<file path="src/rtl/tw_pkg.sv">
package tw_pkg;

  typedef enum logic [1:0] {TW_IDLE, TW_REQ, TW_WAIT} tw_state_e;
  typedef enum logic [1:0] {DK_TABLE, DK_LEAF, DK_FAULT} desc_kind_e;

  // Mask of the n lowest bits; n >= 64 yields all ones.
  function automatic logic [63:0] low_mask(input logic [6:0] n);
    if (n >= 7'd64) return '1;
    return (64'd1 << n) - 64'd1;
  endfunction

  // Bit position of the index field for a given level.
  function automatic logic [6:0] level_shift(input logic [3:0] stride, input logic [1:0] lvl);
    return 7'(stride) * 7'(3'd4 - {1'b0, lvl});
  endfunction

endpackage

</file>
<file path="src/rtl/tw_addr_calc.sv">
module tw_addr_calc #(
  parameter int PA_W = 48
) (
  input  logic [63:0]     va_i,
  input  logic [PA_W-1:0] base_i,
  input  logic [63:0]     idx_mask_i,
  input  logic [6:0]      shift_i,
  output logic [PA_W-1:0] addr_o
);
  logic [63:0] idx;
  assign idx    = (va_i >> shift_i) & idx_mask_i;
  assign addr_o = PA_W'(({{(64-PA_W){1'b0}}, base_i} | idx) & ~64'd7);
endmodule

</file>
<file path="src/rtl/tw_desc_decode.sv">
module tw_desc_decode
  import tw_pkg::*;
(
  input  logic [1:0]  tag_i,
  input  logic [1:0]  lvl_i,
  output desc_kind_e  kind_o
);
  always_comb begin
    kind_o = DK_FAULT;
    unique case (tag_i)
      2'b11:   kind_o = (lvl_i == 2'd3) ? DK_LEAF : DK_TABLE;
      2'b01:   kind_o = (lvl_i == 2'd1 || lvl_i == 2'd2) ? DK_LEAF : DK_FAULT;
      default: kind_o = DK_FAULT;
    endcase
  end
endmodule

</file>
<file path="src/rtl/tablewalk_engine.sv">
module tablewalk_engine
  import tw_pkg::*;
#(
  parameter int PA_W     = 48,
  parameter int NARROW_W = 40,
  parameter int ATTR_W   = 5
) (
  input  logic              clk,
  input  logic              rst_n,
  input  logic              start_i,
  input  logic [63:0]       va_i,
  input  logic [PA_W-1:0]   tbase_i,
  input  logic [6:0]        in_size_i,
  input  logic [3:0]        stride_i,
  input  logic [1:0]        start_lvl_i,
  input  logic              wide_i,
  output logic              busy_o,
  output logic              rd_req_o,
  output logic [PA_W-1:0]   rd_addr_o,
  output logic              rd_ns_o,
  input  logic              rd_ack_i,
  input  logic              rd_rsp_i,
  input  logic [63:0]       rd_data_i,
  output logic              done_o,
  output logic              fault_o,
  output logic [1:0]        lvl_o,
  output logic [PA_W-1:0]   out_base_o,
  output logic [ATTR_W-1:0] attr_o
);
  localparam int ATTR_LSB = 64 - ATTR_W;
  localparam int NS_BIT   = ATTR_W - 1;

  tw_state_e        state_q;
  logic [63:0]      va_q;
  logic [3:0]       stride_q;
  logic             wide_q;
  logic [1:0]       lvl_q;
  logic [PA_W-1:0]  base_q;
  logic [63:0]      idx_mask_q;
  logic [ATTR_W-1:0] attr_q;
  logic             done_q, fault_q;
  logic [PA_W-1:0]  out_base_q;

  // Named internal events
  logic        start_ok, rd_fire, rsp_take, step_table;
  logic [6:0]  cur_shift, first_n;
  logic [63:0] reg_mask, first_mask;
  desc_kind_e  kind;

  assign start_ok   = start_i && (state_q == TW_IDLE);
  assign rd_fire    = rd_req_o && rd_ack_i;
  assign rsp_take   = (state_q == TW_WAIT) && rd_rsp_i;
  assign step_table = rsp_take && (kind == DK_TABLE);
  assign cur_shift  = level_shift(stride_q, lvl_q);
  assign first_n    = in_size_i - level_shift(stride_i, start_lvl_i);
  assign first_mask = low_mask(first_n);
  assign reg_mask   = wide_q ? low_mask(7'(PA_W)) : low_mask(7'(NARROW_W));

  tw_addr_calc #(.PA_W(PA_W)) u_addr (
    .va_i       (va_q),
    .base_i     (base_q),
    .idx_mask_i (idx_mask_q),
    .shift_i    (cur_shift),
    .addr_o     (rd_addr_o)
  );

  tw_desc_decode u_dec (
    .tag_i  (rd_data_i[1:0]),
    .lvl_i  (lvl_q),
    .kind_o (kind)
  );

  always_ff @(posedge clk) begin
    if (!rst_n) begin
      state_q    <= TW_IDLE;
      va_q       <= '0;
      stride_q   <= '0;
      wide_q     <= 1'b0;
      lvl_q      <= '0;
      base_q     <= '0;
      idx_mask_q <= '0;
      attr_q     <= '0;
      done_q     <= 1'b0;
      fault_q    <= 1'b0;
      out_base_q <= '0;
    end else begin
      done_q <= 1'b0;
      unique case (state_q)
        TW_IDLE: if (start_ok) begin
          va_q       <= va_i;
          stride_q   <= stride_i;
          wide_q     <= wide_i;
          lvl_q      <= start_lvl_i;
          idx_mask_q <= first_mask;
          base_q     <= tbase_i & ~first_mask[PA_W-1:0];
          attr_q     <= '0;
          state_q    <= TW_REQ;
        end
        TW_REQ: if (rd_fire) state_q <= TW_WAIT;
        TW_WAIT: if (rsp_take) begin
          if (kind == DK_TABLE) begin
            attr_q     <= attr_q | rd_data_i[63:ATTR_LSB];
            base_q     <= PA_W'(rd_data_i & reg_mask & ~low_mask(7'(stride_q) + 7'd3));
            idx_mask_q <= low_mask(7'(stride_q) + 7'd3);
            lvl_q      <= lvl_q + 2'd1;
            state_q    <= TW_REQ;
          end else begin
            done_q     <= 1'b1;
            fault_q    <= (kind == DK_FAULT);
            out_base_q <= (kind == DK_FAULT) ? '0
                        : PA_W'(rd_data_i & reg_mask & ~low_mask(cur_shift + 7'd3));
            state_q    <= TW_IDLE;
          end
        end
        default: state_q <= TW_IDLE;
      endcase
    end
  end

  assign busy_o     = (state_q != TW_IDLE);
  assign rd_req_o   = (state_q == TW_REQ);
  assign rd_ns_o    = attr_q[NS_BIT];
  assign done_o     = done_q;
  assign fault_o    = fault_q;
  assign lvl_o      = lvl_q;
  assign out_base_o = out_base_q;
  assign attr_o     = attr_q;

  AST_REQ_HOLD: assert property (@(posedge clk) disable iff (!rst_n)
    rd_req_o && !rd_ack_i |=> rd_req_o && $stable(rd_addr_o) && $stable(rd_ns_o));
  AST_SINGLE_OUTSTANDING: assert property (@(posedge clk) disable iff (!rst_n)
    rd_fire |=> !rd_req_o);
  AST_NS_STICKY: assert property (@(posedge clk) disable iff (!rst_n)
    busy_o && $past(busy_o) && $past(rd_ns_o) |-> rd_ns_o);
  AST_DONE_PULSE: assert property (@(posedge clk) disable iff (!rst_n)
    done_o |=> !done_o);
  AST_NO_L0_LEAF: assert property (@(posedge clk) disable iff (!rst_n)
    done_o && !fault_o |-> lvl_o != 2'd0);
  AST_START_IGNORED: assert property (@(posedge clk) disable iff (!rst_n)
    busy_o && start_i |=> $stable(va_q));

endmodule

</file>
<file path="config.mk">
export PLATFORM = sky130hd
export DESIGN_NAME = tablewalk_engine
export DESIGN_NICKNAME = d
export VERILOG_FILES = /design/src/rtl/tw_pkg.sv /design/src/rtl/tw_addr_calc.sv /design/src/rtl/tw_desc_decode.sv /design/src/rtl/tablewalk_engine.sv
export SDC_FILE = /design/constraint.sdc
export NUM_CORES = 1
export LEC_CHECK = 0
export ABC_AREA = 0
export BUFFER_PORTS_ARGS = -buffer_cell sky130_fd_sc_hd__buf_2
export CORE_ASPECT_RATIO = 0.9
export CORE_UTILIZATION = 45
export CTS_CLUSTER_DIAMETER = 80
export CTS_CLUSTER_SIZE = 14
export DETAILED_ROUTE_END_ITERATION = 7
export PLACE_DENSITY = 0.67
export RECOVER_POWER = 100
export SLEW_MARGIN = 20
export SYNTH_ARGS = -nofsm -noshare
export SYNTH_HDL_FRONTEND = slang
export SYNTH_SLANG_ARGS = --single-unit
</file>
<file path="constraint.sdc">
create_clock -name clk -period 6.4 [get_ports clk]
set_input_delay 0.32 -clock clk [delete_from_list [all_inputs] [get_ports clk]]
set_output_delay 0.32 -clock clk [all_outputs]
set_load 0.02 [all_outputs]
</file>
## Word level (Yosys, flattened, before mapping)

Index checks and enable logic that the tools add are counted.

- Word-level logic and storage cells: 115
- Output and inout port bits: 108
- Bits in registers: 224

- Add/sub/neg operators: 9
- $mul: 2
- Mux-type cells: 50
- Bitwise operators: 11
- Order comparisons: 3
- Reductions and logical operators: 13
- Shift-type cells: 4
- Equality and inequality tests: 12

Operators by type and width:

| kind | count |
|---|---|
| 2-to-1 mux 48 bit | 20 |
| AND 48 bit | 5 |
| one-hot mux 48 bit (2 select lines) | 2 |
| inverter 48 bit | 3 |
| subtractor 48 x 1 -> 48 bit, second input constant | 3 |
| left shift 1 x 7 -> 48 bit, first input constant | 2 |
| right shift 64 x 7 -> 48 bit | 1 |
| bitwise OR 48 bit | 1 |
| left shift 1 x 5 -> 48 bit, first input constant | 1 |
| 2-to-1 mux 5 bit | 3 |
| greater-or-equal comparator 7 bit, second input constant | 2 |
| multiplier 5 x 4 -> 7 bit | 2 |
| 2-to-1 mux 1 bit | 14 |
| 2-to-1 mux 2 bit | 7 |
| == test 2 bit, second input constant | 5 |
| one-hot mux 5 bit (2 select lines) | 1 |
| AND reduction 3 bit | 3 |
| one-hot mux 2 bit (2 select lines) | 2 |
| subtractor 3 x 2 -> 4 bit, first input constant | 2 |
| adder 7 x 2 -> 7 bit, second input constant | 1 |
| greater-or-equal comparator 5 x 7 -> 1 bit, second input constant | 1 |
| subtractor 7 bit | 1 |
| == test 2 x 1 -> 1 bit, second input constant | 3 |
| one-hot mux 2 bit (3 select lines) | 1 |
| other kinds (12) | 18 |

## Logic depth before layout (Yosys ltp)

Gate-level depths: netlist of the first run.

- Depth in word-level cells: 19
- Depth in mapped cells: 23

## Cells and area by module

Synthesis of the first run repeated with hierarchy kept, for this count alone.

- Cells, all modules: 2,204
- Area, all modules: 17,651.9 sq um

Modules (own cells, without submodules):

| module | cells an instance | area each (sq um) | times used | seq. area each (sq um) |
|---|---|---|---|---|
| tablewalk_engine | 1,671 | 13,012.5 | 1 | 4,804.6 |
| tw_addr_calc | 529 | 4,605.7 | 1 | 0.0 |
| tw_desc_decode | 4 | 33.8 | 1 | 0.0 |

## Least setup slack after synthesis of the first run

OpenSTA, ideal clock, no wires.

- Kind: register -> register
- From: register lvl_q[0] (netlist: lvl_o[0])
- To: register out_base_q[40] (netlist: out_base_o[40])
- Setup time: 0.117 ns
- Stages on the path, launching flop included: 22
- Setup slack: 1.276 ns
- Arrival: 5.007 ns
- Path through: dfxtp_1 -> clkbuf_1 -> inv_1 -> ha_1 -> and2_1 -> ha_1 -> ha_1 -> ha_1 -> fa_1 -> a211oi_2 -> o21ba_1 -> buf_4 -> o221ai_1 -> a21oi_1 -> nand3_1 -> ha_1 -> o41a_4 -> o211ai_4 -> buf_6 -> nor4_2 -> mux2i_1 -> a22o_1

- Word-level cells in the longest chain between the ends: 17
- Elaborated cells between the ends (all ways): 30
- Classes of those cells: add/sub (3); mul (1); order compare (1); eq/ne (4); shift (1); mux (14); bitwise (3); reduce/logical (3)

RTL lines:

| element | RTL line | source |
|---|---|---|
| from (decl) | tablewalk_engine.sv:37 | `logic [1:0] lvl_q;` |
| from (signal assigned) | tablewalk_engine.sv:93 | `lvl_q <= start_lvl_i;` |
| from (signal assigned) | tablewalk_engine.sv:105 | `lvl_q <= lvl_q + 2'd1;` |
| branches (longest 17 deep; another with subtractor 48 x 1 -> 48 bit) | -- |  |
| to (signal assigned) | tablewalk_engine.sv:110 | `out_base_q <= (kind == DK_FAULT) ? '0` |
| to (decl) | tablewalk_engine.sv:42 | `logic [PA_W-1:0] out_base_q;` |

Parallel ways; which one is timed is not known. The select of a mux whose other input is x is not followed.
A chain may end at the register's enable or synchronous reset.

## Worst setup path in the final report of the first run

- From: register lvl_q[0] (netlist: lvl_o[0])
- To: output rd_addr_o[21]

- Word-level cells in the longest chain between the ends: 5

RTL lines:

| element | RTL line | source |
|---|---|---|
| subtractor 3 x 2 -> 4 bit | tw_pkg.sv:14 | `return 7'(stride) * 7'(3'd4 - {1'b0, lvl});` |
| multiplier 5 x 4 -> 7 bit | tw_pkg.sv:14 |  |
| right shift 64 x 7 -> 48 bit | tw_addr_calc.sv:11 | `assign idx = (va_i >> shift_i) & idx_mask_i;` |
| AND 48 bit | tw_addr_calc.sv:11 |  |
| bitwise OR 48 bit | tw_addr_calc.sv:12 | `assign addr_o = PA_W'(({{(64-PA_W){1'b0}}, base_i} \| idx) & ~64'd7);` |
| to (decl) | tablewalk_engine.sv:19 | `output logic [PA_W-1:0] rd_addr_o,` |

Every way passes these cells.

==> results.md, run 1 <==
- Result of the run: complete, but fails checks
- Violated checks: max-capacitance violations, max-slew violations
- Synthesized area per cell: 8.05 um^2
- Final worst hold slack: 0.0129 ns
- Total DRC errors in the routed layout: 0
- End of the worst hold path: attr_o[2]
- Routability Congestion: 0.992
- Launch point of the worst hold path: rd_data_i[61]
- CP Data Arrival Time: 5.64 ns
- Antenna cells: 0
- Post-Syn Instances: 1923
- WHS Path Cells: 3
- Crit. End Element: output pin
- GRT met3 Usage: 0.0810
- Reg-to-reg critical path endpoint: out_base_o[40]
- Pin count of the biggest net entering global routing: 99
- Filler cell count: 3415
- WP data required: 6.08 ns
- Area added between synthesis and finish: 14.4%
- Clk buf depth: 3
- HPWL Detailed: 54.7 mm
- Library cell used as clock root buffer: clkbuf_16
- Per-cell via count in the routed design: 6.49
- Final min period: 5.96 ns
- Area share of the largest cell type after synthesis: 0.278
- Max-slew violation total from the final report: 157
- Final-layout setup total negative slack: 0 ns
- Final setup slack of the worst path: 0.436 ns
- Worst stage delay on the critical path: 0.84 ns
- TritonCTS clock tree: yes
- Routed length per placed instance: 27.6 um
- Startpoint of the worst-slack reg-to-reg timing path: lvl_o[0]
- Area of the mapped netlist: 15500 um^2
- H-tree lvl count: 1
- Critical-path cell list: clkbuf_1 > nand2_1 > fa_1 > inv_1 > fa_1 > inv_1 > clkbuf_4 > clkbuf_1 > mux2i_1 > mux2i_1 > o21ai_0 > buf_2
- Antenna Violating Nets Remaining: 0
- Busiest layer in global routing: met2
- Cell count of the worst reg-to-reg path: 16
- Number of detailed-route iterations in the first pass: 5
- Slew HR: -1.34
- Number of primary I/O pins: 303
- Total overflow reported by the global router: 0
- Die W: 198 um
- Post-cts repair resize count: 0
- Starting utilization of the core area: 0.456
- Proportion of synthesized flip-flops having asynchronous set or reset: 0
- Fin util: 0.522
- Buffering stage count on the worst path with inverters included: 6
- Buffer count from post-CTS setup fixing: 0
- Die Y-Extent: 178 um
- Register bit count reported by yosys: 215
- Most frequent cells after synthesis: 359 x nand2_1, 215 x dfxtp_1, 185 x a21oi_1, 132 x mux2i_1, 117 x nor2_1
- EDFF count, synth: 0
- Peak supply drop: 0.190 mV
- Largest area contributor in the synthesized netlist: dfxtp_1
- Clock Sinks: 215
- Global Route met1 Usage: 0.545
- Max stage delay cell, worst path: clkbuf_1
- Largest fanout on the critical path: 35
- Number of design-rule violations left by the first detailed-router iteration: 1752
- Top cells by area in the synthesized netlist: dfxtp_1 28%, nand2_1 8.7%, mux2i_1 8.5%
- Count leader, synth: nand2_1
- Slew at the pin closest to its max-slew limit: 3.52 ns
- Final hold violation count: 0
- Worst min-delay path category: input port to flop
- Global-route met2 utilization: 0.597
- Fraction of final layout cells with drive strength greater than 1: 0.174
- Total track usage: 0.398
- Number of maximum-capacitance constraint violations: 4
- Static Leakage: 0.00709 uW
- Floorplan row count: 64
- Reg-to-reg setup timing slack: 0.61 ns
- Clock insertion delay at the later pin of the skew report: 0.53 ns
- Worst Setup Start Kind: flop
- Clock buffer count from CTS: 21
- Crit share post-route: 0.932
- Setup repair after global routing missed its margin: no
- Ratio of total power to cell area: 284 nW/um^2
- Core footprint: 34000 um^2
- Crit Path Category: flop to output pin
- Fin nets: 2367
- Fin Clk Skew: 0.0184 ns
- Wire length of the first global-routing pass: 102 mm
- Clock transition at path regs: 0.07 ns
- Setup violations, final: 0
- Initial antenna violation count: 4
- Stages on the worst setup path: 12
- Total wire length after detailed routing: 71.7 mm
- Distinct cell type count after synthesis: 96
- Total Die Area: 35200 um^2
- Via count: 16880
- Share of the yosys chip area belonging to registers: 0.278
- Buffers on Ports: 282
- Cell family contributing the most delay on the critical path: buffers and inverters
- Pre-CTS setup slack: 1.14 ns
- Predominant post-synthesis flop cell: dfxtp_1
- Number of hold buffers added after CTS: 0
- Number of global-route vias before repair: 15404
- Count of synthesis-stage warnings from yosys: 0
- Maximum clock rate: 168 MHz
-- report_power, final --
part	total [uW]	internal, uW	switching (uW)
Clock	1220	637	581
Sequential	1570	1460	106
Combinational	2240	696	1540
Total	5020	2790	2230
-- cells in the final DEF, fill, tap and decap left out, drive strengths merged, types with 9 or more instances in the layout --
master and instances:
a211oi 12, a21o 16, a21oi 189, a22o 11
a31o 15, a31oi 49, a32o 16, a32oi 13
and2 34, and3 9, buf 237, clkbuf 130
dfxtp 215, ha 30, inv 35, mux2i 132
mux4 57, nand2 359, nand3 56, nand4 25
nor2 120, nor3 35, nor4 14, o2111ai 11
o211ai 13, o21ai 110, o22ai 10, o31ai 19
xnor2 9
-- sequential cells by signal, summed over array words and instances, names as in the netlist, 2 cells and up --
name and cells:
va_q 61, out_base_o 48, base_q 45, idx_mask_q 45, attr_o 5, stride_q 4
lvl_o 2, state_q 2
-- routing by layer --
metal  up-vias  wire length (um)
li1       7513                 -
met1      8161             29600
met2      1013             30700
met3       189              7670
met4         4              3790
met5         -                31
-- how the worst max path moves through the flow --
stage	from	endpoint	slack (ns)
global route	lvl_o[0]	rd_addr_o[9]	0.25
CTS	lvl_o[1]	rd_addr_o[20]	0.90
detailed placement	lvl_o[1]	out_base_o[44]	1.14
global placement	lvl_o[0]	out_base_o[44]	1.20
floorplan	lvl_o[0]	out_base_o[40]	1.28
finish	lvl_o[0]	rd_addr_o[21]	0.44
-- cell type report --
class	count	area (um^2)	area share
Timing Repair Buffer	345	1760	0.0995
Sequential cell	215	4300	0.243
Multi-Input combinational cell	1518	10300	0.584
Clock inverter	6	73.8	0.00417
Tap cell	462	578	0.0326
Clock buffer	22	529	0.0299
Inverter	33	126	0.00714
-- worst min-delay path: stages --
cell	delay (ns)
buf_2	0.08
a21oi_1	0.05
nor2_1	0.07
-- cells by family (layout without fill, tap and decap cells) --
group / count (synthesis) / count (layout) / synth area share
fa+ha+maj: 38 / 38 / 0.0346
flops: 215 / 215 / 0.278
mux: 194 / 194 / 0.172
other cells: 1 / 3 / 0.000242
buf+inv: 192 / 406 / 0.0543
compound gates: 574 / 574 / 0.247
xor+xnor: 17 / 17 / 0.0119
simple gates: 692 / 692 / 0.202
-- through the flow --
| step | std cells | cell area, um^2 | total power [uW] |
|---|---|---|---|
| after floorplan | 1925 | 15500 | 2950 |
| after global placement | 2572 | 17300 | 3760 |
| after detailed placement | 2572 | 17300 | 3780 |
| after CTS | 2600 | 17900 | 4980 |
| after global routing | 2601 | 17700 | 5190 |
| final | 2601 | 17700 | 5020 |
No activity file was read; power rests on OpenSTA's default activity.
==> run 2, diff against run 1 <==
- ABC_AREA: 0 -> 1
- PLACE_DENSITY: 0.67 -> 0.66
- SYNTH_HIERARCHICAL: not set -> 1
==> run 2 against run 1 <==
The run still ends with max-capacitance violations, max-slew violations left. Sequential share of layout area is 3.5 points lower. Power up 95%. Sequential power grew 16%. Critical path depth is 7 higher. Hold slack worse by 0.0020 ns. Synthesized cell count rose by 65%. Area after synthesis increased by 18%. Core utilization fell by 0.22 points. Count of clock-buffer cells in the layout increased by 3. Clock skew grew 0.00081 ns. Critical path type unchanged. Critical endpoint is now rd_addr_o[22]. Largest power group unchanged.
==> results.md, run 2 <==
- Static Leakage: 0.0106 uW
- Filler cell count: 4297
- Per-cell via count in the routed design: 5.79
- Number of maximum-capacitance constraint violations: 3
- Total wire length after detailed routing: 83.0 mm
- Number of design-rule violations left by the first detailed-router iteration: 3133
- HPWL Detailed: 65.6 mm
- Number of global-route vias before repair: 20681
- Initial antenna violation count: 0
- Largest register by flop count: va_q
- Max-slew violation total from the final report: 119
- Placed instance area: 19700 um^2
- Antenna Violating Nets Remaining: 0
- Final-layout setup total negative slack: 0 ns
- Result of the run: complete, but fails checks
- Maximum clock rate: 166 MHz
- WHS Path Cells: 3
- Pin count of the biggest net entering global routing: 97
- CP Data Arrival Time: 5.72 ns
- Fraction of final layout cells with drive strength greater than 1: 0.107
- Starting utilization of the core area: 0.460
- End of the worst hold path: va_q[61]
- Synthesized area per cell: 5.78 um^2
- Total Die Area: 41500 um^2
- Slew at the pin closest to its max-slew limit: 2.19 ns
- Buffer count from post-CTS setup fixing: 0
- Cell count of the worst reg-to-reg path: 21
- Floorplan row count: 69
- Reg-to-reg setup timing slack: 0.44 ns
- Fin Clk Skew: 0.0192 ns
- Clock Sinks: 215
- TritonCTS clock tree: yes
- Commonest cells after routing, fill and taps aside: 837 x nand2_1, 611 x nand3_1, 389 x nor2_1
- Setup violations, final: 0
- Cell count after placement: 3830
- Final hold violation count: 0
- Worst Setup Start Kind: flop
- Library cell used as clock root buffer: clkbuf_16
- Post-route design area: 20700 um^2
- Total DRC errors in the routed layout: 0
- Total track usage: 0.387
- Crit Path Category: flop to output pin
- Most common cell after layout, fill and taps aside: nand2_1
- Final min period: 6.04 ns
- Die W: 215 um
- Count of synthesis-stage warnings from yosys: 6
- Post-cts repair resize count: 0
- Number of hold buffers added after CTS: 56
- Clock transition at path regs: 0.08 ns
- Crit path from: lvl_o[1]
- Violated checks: max-capacitance violations, max-slew violations
- Die Y-Extent: 193 um
- Fin nets: 3615
- Worst min-delay path category: input port to flop
- Crit share post-route: 0.943
- WP data required: 6.08 ns
- Buffers on Ports: 282
- Final cell count without fillers: 3919
- Critical-path cell list: inv_1 > ha_1 > nand2_1 > inv_1 > ha_1 > inv_1 > fa_1 > inv_1 > fa_1 > buf_4 > inv_2 > nand3_1 > nand2_1 > nand2_1 > nand3_1 > nand2_1 > nand2_1 > nand2_1 > clkbuf_1
- Total overflow reported by the global router: 0
- Most used cell along the critical path: nand2_1
- Clk buf depth: 3
- H-tree lvl count: 1
- Routed length per placed instance: 21.2 um
- Clock insertion delay at the later pin of the skew report: 0.56 ns
- Slew HR: -0.463
- Setup repair after global routing missed its margin: no
- Startpoint of the worst-slack reg-to-reg timing path: lvl_o[1]
- Post-Syn Instances: 3167
- Largest fanout on the critical path: 59
- Core footprint: 39800 um^2
- Area of the mapped netlist: 18300 um^2
- Reg-to-reg critical path endpoint: out_base_o[16]
- Antenna cells: 0
- Worst stage delay on the critical path: 0.74 ns
- Area added between synthesis and finish: 13.0%
- Routability Congestion: 1.01
- Ratio of total power to cell area: 473 nW/um^2
- Number of primary I/O pins: 303
- Wire length of the first global-routing pass: 124 mm
- Flip-flop count of the largest register after layout: 61
- Number of detailed-route iterations in the first pass: 6
- Clock buffer count from CTS: 23
- Launch point of the worst hold path: va_i[61]
- Peak supply drop: 0.277 mV
- Crit. End Element: output pin
- Max stage delay cell, worst path: fa_1
- Via count: 22701
run 2: worst max path at each step:
stage                     endpoint  slack (ns)
finish               rd_addr_o[22]        0.36
detailed placement  idx_mask_q[36]        0.81
global route         rd_addr_o[22]        0.16
global placement    idx_mask_q[36]        0.88
floorplan           out_base_o[30]        1.51
CTS                  rd_addr_o[21]        0.62
run 2: through the flow:
step           worst slack, ns  hold WS, ns   util  power, uW
2_1_floorplan             1.51        0.445      -       6230
3_3_place_gp             0.880        0.434  0.495       8240
3_5_place_dp             0.812        0.445  0.495       8300
4_1_cts                  0.625     0.000671  0.526       9640
5_1_grt                  0.156       0.0111  0.519      10400
6_report                 0.362       0.0110  0.519       9780
run 2: critical path, delay by kind of cell (launching register included):
kind / cells / cell delay (ns)
and+or+nand+nor: 8 / 1.19
adders and majority gates: 4 / 1.88
DFF: 1 / 0.42
buffers and inverters: 7 / 1.63
run 2: area by class of cell:
| class | instances | area (um^2) | area share |
|---|---|---|---|
| Multi-Input combinational cell | 2484 | 11900 | 0.575 |
| Sequential cell | 215 | 4300 | 0.208 |
| Timing Repair Buffer | 369 | 2060 | 0.0996 |
| Inverter | 286 | 1090 | 0.0527 |
| Tap cell | 532 | 666 | 0.0322 |
| Clock buffer | 25 | 583 | 0.0282 |
| Clock inverter | 8 | 90.1 | 0.00436 |
run 2: metal layers:
| layer | part of all wire | vias to the layer above | global-route usage | wire length (um) |
|---|---|---|---|---|
| li1 | - | 10795 | - | - |
| met1 | 0.43 | 10592 | 0.536 | 35900 |
| met2 | 0.43 | 1142 | 0.591 | 35300 |
| met3 | 0.091 | 172 | 0.0612 | 7580 |
| met4 | 0.051 | 0 | 0.172 | 4210 |
| met5 | 0 | - | 0 | 0 |
run 2: report_power, final:
| group | internal, uW | leakage [uW] | switching (uW) | total [uW] |
|---|---|---|---|---|
| logic | 1750 | 0.00848 | 4900 | 6650 |
| clock network | 668 | 0.000329 | 640 | 1310 |
| registers | 1630 | 0.00177 | 196 | 1820 |
